$ cat src/rtl/tit_pkg.sv
package tit_pkg;

    localparam int NUM_TMR  = 3;
    localparam int FAST_IDX = 2;
    localparam int CNT_W    = 8;
    localparam int EVT_W    = 4;
    localparam int ADDR_W   = 2;
    localparam int DATA_W   = 8;

    typedef enum logic [ADDR_W-1:0] {
        SEL_ENABLE = 2'd0,
        SEL_TGT0   = 2'd1,
        SEL_TGT1   = 2'd2,
        SEL_TGT2   = 2'd3
    } reg_sel_e;

    typedef struct packed {
        logic             step;
        logic             clr;
        logic             rd_clr;
        logic [CNT_W-1:0] tgt;
    } slice_ctl_t;

    function automatic logic [CNT_W:0] eff_target(input logic [CNT_W-1:0] t);
        if (t == '0) return (CNT_W+1)'(1) << CNT_W;
        return {1'b0, t};
    endfunction

endpackage

$ cat src/rtl/tit_tick_gen.sv
module tit_tick_gen #(
    parameter int ADV_W    = 4,
    parameter int SCALE_SH = 14,
    parameter int STEP     = 5498202,
    parameter int PRE_W    = 3
) (
    input  logic             clk,
    input  logic             rst,
    input  logic [ADV_W-1:0] cyc_adv,
    output logic             fast_tick,
    output logic             slow_tick
);

    localparam int ACC_W = $clog2(STEP) + 2;
    localparam logic [ACC_W-1:0] STEP_V = ACC_W'(STEP);

    logic [ACC_W-1:0] credit;
    logic [ACC_W-1:0] gain;
    logic [ACC_W-1:0] spend;
    logic [PRE_W-1:0] pre;

    always_comb begin
        gain      = ACC_W'(cyc_adv) << SCALE_SH;
        fast_tick = (credit >= STEP_V);
        spend     = fast_tick ? STEP_V : '0;
        slow_tick = fast_tick && (pre == '1);
    end

    always_ff @(posedge clk) begin
        if (rst) begin
            credit <= '0;
            pre    <= '0;
        end else begin
            credit <= credit + gain - spend;
            if (fast_tick) pre <= pre + 1'b1;
        end
    end

endmodule

$ cat src/rtl/tit_timer_slice.sv
module tit_timer_slice
    import tit_pkg::*;
(
    input  logic             clk,
    input  logic             rst,
    input  slice_ctl_t       ctl,
    output logic [CNT_W-1:0] cnt,
    output logic [EVT_W-1:0] evt
);

    logic [CNT_W:0]   nxt;
    logic             hit;
    logic [EVT_W-1:0] evt_base;

    always_comb begin
        nxt      = {1'b0, cnt} + 1'b1;
        hit      = ctl.step && (nxt >= eff_target(ctl.tgt));
        evt_base = ctl.rd_clr ? '0 : evt;
    end

    always_ff @(posedge clk) begin
        if (rst || ctl.clr) begin
            cnt <= '0;
            evt <= '0;
        end else begin
            if (ctl.step) cnt <= hit ? '0 : nxt[CNT_W-1:0];
            evt <= evt_base + EVT_W'(hit);
        end
    end

endmodule

$ cat src/rtl/tri_interval_timer.sv
module tri_interval_timer
    import tit_pkg::*;
#(
    parameter int ADV_W    = 4,
    parameter int SCALE_SH = 14,
    parameter int STEP     = 5498202,
    parameter int PRE_W    = 3
) (
    input  logic              clk,
    input  logic              rst,
    input  logic [ADV_W-1:0]  cyc_adv,
    input  logic              wr_en,
    input  logic [ADDR_W-1:0] wr_addr,
    input  logic [DATA_W-1:0] wr_data,
    input  logic              rd_en,
    input  logic [ADDR_W-1:0] rd_addr,
    output logic [EVT_W-1:0]  rd_data
);

    logic                              fast_tick;
    logic                              slow_tick;
    logic [NUM_TMR-1:0]                en_q;
    logic [NUM_TMR-1:0][CNT_W-1:0]     tgt_all;
    logic [NUM_TMR-1:0][CNT_W-1:0]     cnt_all;
    logic [NUM_TMR-1:0][EVT_W-1:0]     evt_all;
    logic [NUM_TMR-1:0]                clr_v;
    logic [NUM_TMR-1:0]                rdc_v;
    logic                              en_wr;

    tit_tick_gen #(
        .ADV_W   (ADV_W),
        .SCALE_SH(SCALE_SH),
        .STEP    (STEP),
        .PRE_W   (PRE_W)
    ) u_tick (
        .clk      (clk),
        .rst      (rst),
        .cyc_adv  (cyc_adv),
        .fast_tick(fast_tick),
        .slow_tick(slow_tick)
    );

    assign en_wr = wr_en && (wr_addr == SEL_ENABLE);

    always_ff @(posedge clk) begin
        if (rst) begin
            en_q    <= '0;
            tgt_all <= '0;
        end else begin
            if (en_wr) en_q <= wr_data[NUM_TMR-1:0];
            for (int i = 0; i < NUM_TMR; i++) begin
                if (wr_en && wr_addr == ADDR_W'(i + 1)) tgt_all[i] <= wr_data;
            end
        end
    end

    always_comb begin
        rd_data = '0;
        for (int i = 0; i < NUM_TMR; i++) begin
            clr_v[i] = en_wr && wr_data[i] && !en_q[i];
            rdc_v[i] = rd_en && (rd_addr == ADDR_W'(i));
            if (rdc_v[i]) rd_data = evt_all[i];
        end
    end

    for (genvar g = 0; g < NUM_TMR; g++) begin : g_tmr
        slice_ctl_t ctl;
        logic       src_tick;
        if (g == FAST_IDX) begin : g_fast
            assign src_tick = fast_tick;
        end else begin : g_slow
            assign src_tick = slow_tick;
        end
        assign ctl.step   = en_q[g] && src_tick;
        assign ctl.clr    = clr_v[g];
        assign ctl.rd_clr = rdc_v[g];
        assign ctl.tgt    = tgt_all[g];

        tit_timer_slice u_slice (
            .clk(clk),
            .rst(rst),
            .ctl(ctl),
            .cnt(cnt_all[g]),
            .evt(evt_all[g])
        );
    end

endmodule

$ cat config.mk
export PLATFORM = sky130hd
export DESIGN_NAME = tri_interval_timer
export DESIGN_NICKNAME = d
export VERILOG_FILES = /design/src/rtl/tit_pkg.sv /design/src/rtl/tit_tick_gen.sv /design/src/rtl/tit_timer_slice.sv /design/src/rtl/tri_interval_timer.sv
export SDC_FILE = /design/constraint.sdc
export NUM_CORES = 1
export LEC_CHECK = 0
export BUFFER_PORTS_ARGS = -buffer_cell sky130_fd_sc_hd__buf_2
export CORE_UTILIZATION = 44
export DETAILED_ROUTE_END_ITERATION = 10
export GPL_ROUTABILITY_DRIVEN = 0
export GPL_TIMING_DRIVEN = 0
export PLACE_DENSITY = 0.72
export SLEW_MARGIN = 40
export SYNTH_ARGS = -nofsm -noshare
export SYNTH_HDL_FRONTEND = slang
export SYNTH_SLANG_ARGS = --single-unit
$ cat constraint.sdc
create_clock -name clk -period 13.7 [get_ports clk]
set_input_delay 1.37 -clock clk [delete_from_list [all_inputs] [get_ports clk]]
set_output_delay 1.37 -clock clk [all_outputs]
set_load 0.05 [all_outputs]
==> flow_summary_export.csv <==
group,metric,value,unit
layout,drive_gt1_share,8.56,%
sta,fin_crit_sh,39.1,%
sta,fmax,187,MHz
routing,via_count,5275,
die,die_w,121,um
clocking,cts_hold_buf,0,
clocking,clockBufferDepth,2,
clocking,ctsRootBufferMaster,"clkbuf_16",
global_routing,grt_pass1_vias,4749,
layout,fill_cells,1333,
logic_synthesis,synth_fp_nets,832,
logic_synthesis,synthSimpleGateAreaFrac,21.3,%
sta,min_period,5.35,ns
layout,diodes,0,
logic_synthesis,synth_xor_area_share,4.50,%
routing,vias_per_cell,5.55,
logic_synthesis,synth_compound_area_share,17.9,%
power_and_ir_drop,leakage,3.12,nW
die,die_y,121,um
sta,fin_skew,0.0101,ns
setup_path,crit_chain,"inv_1 > ha_1 > nor4b_1 > a41o_1 > a41oi_1 > o21ai_2 > inv_1 > ha_1 > fa_1 > a211oi_2 > o21ai_2 > a2111oi_4 > nor4_2 > o32ai_1 > mux2_2",
global_routing,grtUsageTotal,20.1,%
setup_path,slowest_delay,0.56,ns
placed_design,place_area,0.00657,mm2
clocking,clkLatencyLatePin,0.36,ns
power_and_ir_drop,p_seq_share,20.9,%
setup_path,criticalPathCategory,"reg -> reg",
logic_synthesis,synth.largest_area_cell,"dfxtp_1",
clocking,numCtsBuffers,9,
clocking,cts_htree_levels,3,
die,rows,43,
sta,hold_violations,0,
worst_hold_path,min_from,"g_tmr[0].u_slice.cnt[1]$_SDFFE_PP0P_",
layout,stdcell_area,0.00686,mm2
global_routing,grt_max_degree,18,
power_and_ir_drop,p_sw_share,45.8,%
logic_synthesis,synth.area.top_cells,"dfxtp_1 29%, ha_1 15%, mux2i_1 4.8%, nor2_1 4.7%, inv_1 3.3%",
logic_synthesis,synth_edf_count,0,
layout,final_cells,951,
setup_path,crit_start,"u_tick.credit[18]$_SDFF_PP0_",
routing,drtIter0Drc,297,
die,initial_core_util,45.1,%
setup_path,end_kind,"flip-flop",
logic_synthesis,yosys_warnings,0,
setup_path,cp.required,13.95,ns
logic_synthesis,synth-async-reset-ratio,0,%
logic_synthesis,yosys_register_bits,90,
run_status,status,"finished clean",
setup_path,cpMaxStageDelayCell,"o21ai_2",
power_and_ir_drop,internal-power,0.000865,W
placed_design,place_hpwl,10600,um
power_and_ir_drop,peakVddDrop,0.244,mV
setup_path,crit_family,"compound AO/OA/AOI/OAI gates",
logic_synthesis,yosysMostFrequentCell,"dfxtp_1",
routing,route.detailed.drc,0,
sta,fin_setup_tns,0,ns
clocking,cts_resized,0,
logic_synthesis,ys_seq_area_share,28.9,%
power_and_ir_drop,clkPwrFrac,15.3,%
layout,nets,865,
logic_synthesis,synth_ff_type,"dfxtp_1",
clocking,clk_pin_slew,0.07,ns
clocking,postCtsSetupRepairBufs,0,
logic_synthesis,synthTopCellsByCount,"90 x dfxtp_1, 78 x nor2_1, 74 x ha_1",
sta,drv_slew,0,
logic_synthesis,syn-mean-instance-area,8.51,um2
global_routing,antenna_found_initial,0,
logic_synthesis,syn_area,0.00623,mm2
setup_path,arrival,5.60,ns
logic_synthesis,synthMuxAreaShare,5.90,%
setup_path,worst-path-buf-inv,2,
logic_synthesis,synth_top_family_by_area,"simple AND/OR/NAND/NOR gates",
job,max-cap-violations,0,
die,design.core.area,0.0138,mm2
layout,area_growth,9.99,%
global_routing,overflow,0,
logic_synthesis,synthAdderAreaFrac,16.5,%
clocking,cts_tree,"done",
clocking,numClockSinks,90,
sta,slew-limit-headroom,46.6,%
setup_path,cp-start-kind,"flip-flop",
logic_synthesis,synth_top_area_share,28.9,%
power_and_ir_drop,power_density,233,mW/mm2
global_routing,grt_pass1_wl,23000,um
routing,routed_wl,13900,um
logic_synthesis,syn_inst,733,
placed_design,placedCellCount,935,
die,design.portCount,24,
die,die-area,0.0146,mm2
worst_hold_path,hold_path.class,"reg -> reg",
sta,rsz0062_at_grt,"no",
setup_path,r2r_start,"u_tick.credit[18]$_SDFF_PP0_",
sta,worst_slew_pin_slew,0.793,ns
routing,drt.antenna.violating_nets,0,
power_and_ir_drop,power.share.combinational,63.8,%
sta,setup_violations,0,
setup_path,crit_fanout,11,
placed_design,port_buffers,22,
routing,wl_per_cell,14.6,um
power_and_ir_drop,p_sw,0.000731,W
logic_synthesis,yosysUniqueCellTypes,59,
routing,drt-pass1-iter-count,4,
worst register-to-register path: cells and delay by family, from the launching register on:
| kind | cells | cell delay [ns] |
|---|---|---|
| adder cells (fa/ha/maj) | 3 | 1.14 |
| AND/OR/NAND/NOR | 2 | 0.39 |
| buffers and inverters | 2 | 0.55 |
| AO/OA/AOI/OAI | 7 | 2.47 |
| flip-flops | 1 | 0.34 |
| multiplexers | 1 | 0.38 |
layout make-up:
type                       instances  area (um2)  area share (%)
multi-input combinational        570        4120            60.1
sequential                        90        1800            26.3
clock buffer                       9         225            3.28
tap                              180         225            3.28
inverter                          55         206            3.01
timing repair buffer              22         110            1.61
buffer                            18         110            1.61
clock inverter                     7        58.8           0.858
kinds of logic after synthesis:
| kind of cell | after synthesis |
|---|---|
| muxes | 36 |
| AOI/OAI and AO/OA | 166 |
| xor gates and xnor gates | 32 |
| buffers and inverters | 73 |
| and+or+nand+nor | 257 |
| DFF | 90 |
| adders and majority gates | 79 |
per-layer routing:
metal / vias to the layer above / track usage (%) / part of all wire (%)
met5: - / 0 / 0
met3: 14 / 4.65 / 3.4
met4: 0 / 4.78 / 1.1
met2: 79 / 32.7 / 46
met1: 2479 / 26.7 / 49
li1: 2703 / - / -
flip-flops by register name, summed over array words and instances (netlist names):
signal,flops
en_q,3
g_tmr.u_slice.cnt,24
g_tmr.u_slice.evt,12
u_tick.pre,3
g_tmr.ctl,24
u_tick.credit,24
path summary, 6_finish.rpt:
check	depth (start not counted)	slack, ns	endpoint
max reg2reg	15	8.35	u_tick.credit[21]$_SDFF_PP0_
min reg2reg	2	0.47	g_tmr[0].u_slice.cnt[1]$_SDFFE_PP0P_
min	2	0.47	g_tmr[0].u_slice.cnt[1]$_SDFFE_PP0P_
max	15	8.35	u_tick.credit[21]$_SDFF_PP0_
power groups by stage:
stage	Sequential [W]	Combinational (W)	Clock (W)
after floorplan	0.000329	0.000819	0
after global placement	0.000340	0.000991	0
after detailed placement	0.000340	0.00101	0
after CTS	0.000334	0.00101	0.000248
after global routing	0.000339	0.00114	0.000261
final	0.000334	0.00102	0.000244
through the flow:
step	util (%)	hold slack, ns	total power (W)	setup slack [ns]
final	49.6	0.471	0.00160	8.35
after global routing	49.6	0.488	0.00174	8.01
after CTS	49.6	0.471	0.00160	8.26
after detailed placement	47.5	0.461	0.00135	8.34
after global placement	47.5	0.457	0.00133	8.10
after floorplan	-	0.444	0.00115	9.13
placed cells by master, fill, tap and decap left out, types with 4 or more instances in the layout:
cell and count:
nor4_1 7, mux2_2 6, o22ai_1 6, a31oi_1 8, inv_1 55, xnor2_1 11
buf_2 23, a211oi_1 8, nand2b_1 9, clkbuf_16 9, dfxtp_1 90, a32o_1 10
ha_1 74, nor3b_1 14, o21a_1 13, clkbuf_1 12, and3_1 19, nand4_1 4
and2_1 15, nand3b_1 10, fa_1 5, nor2b_1 13, o21ai_0 37, nand2_1 36
nor3_1 15, nor2_1 78, o21bai_1 5, a21oi_1 40, a21o_1 9, or3_1 6
xor2_1 21, nand3_1 22, a31o_2 6, mux2i_1 30
Note: power is estimated with default switching activity, not from simulation.
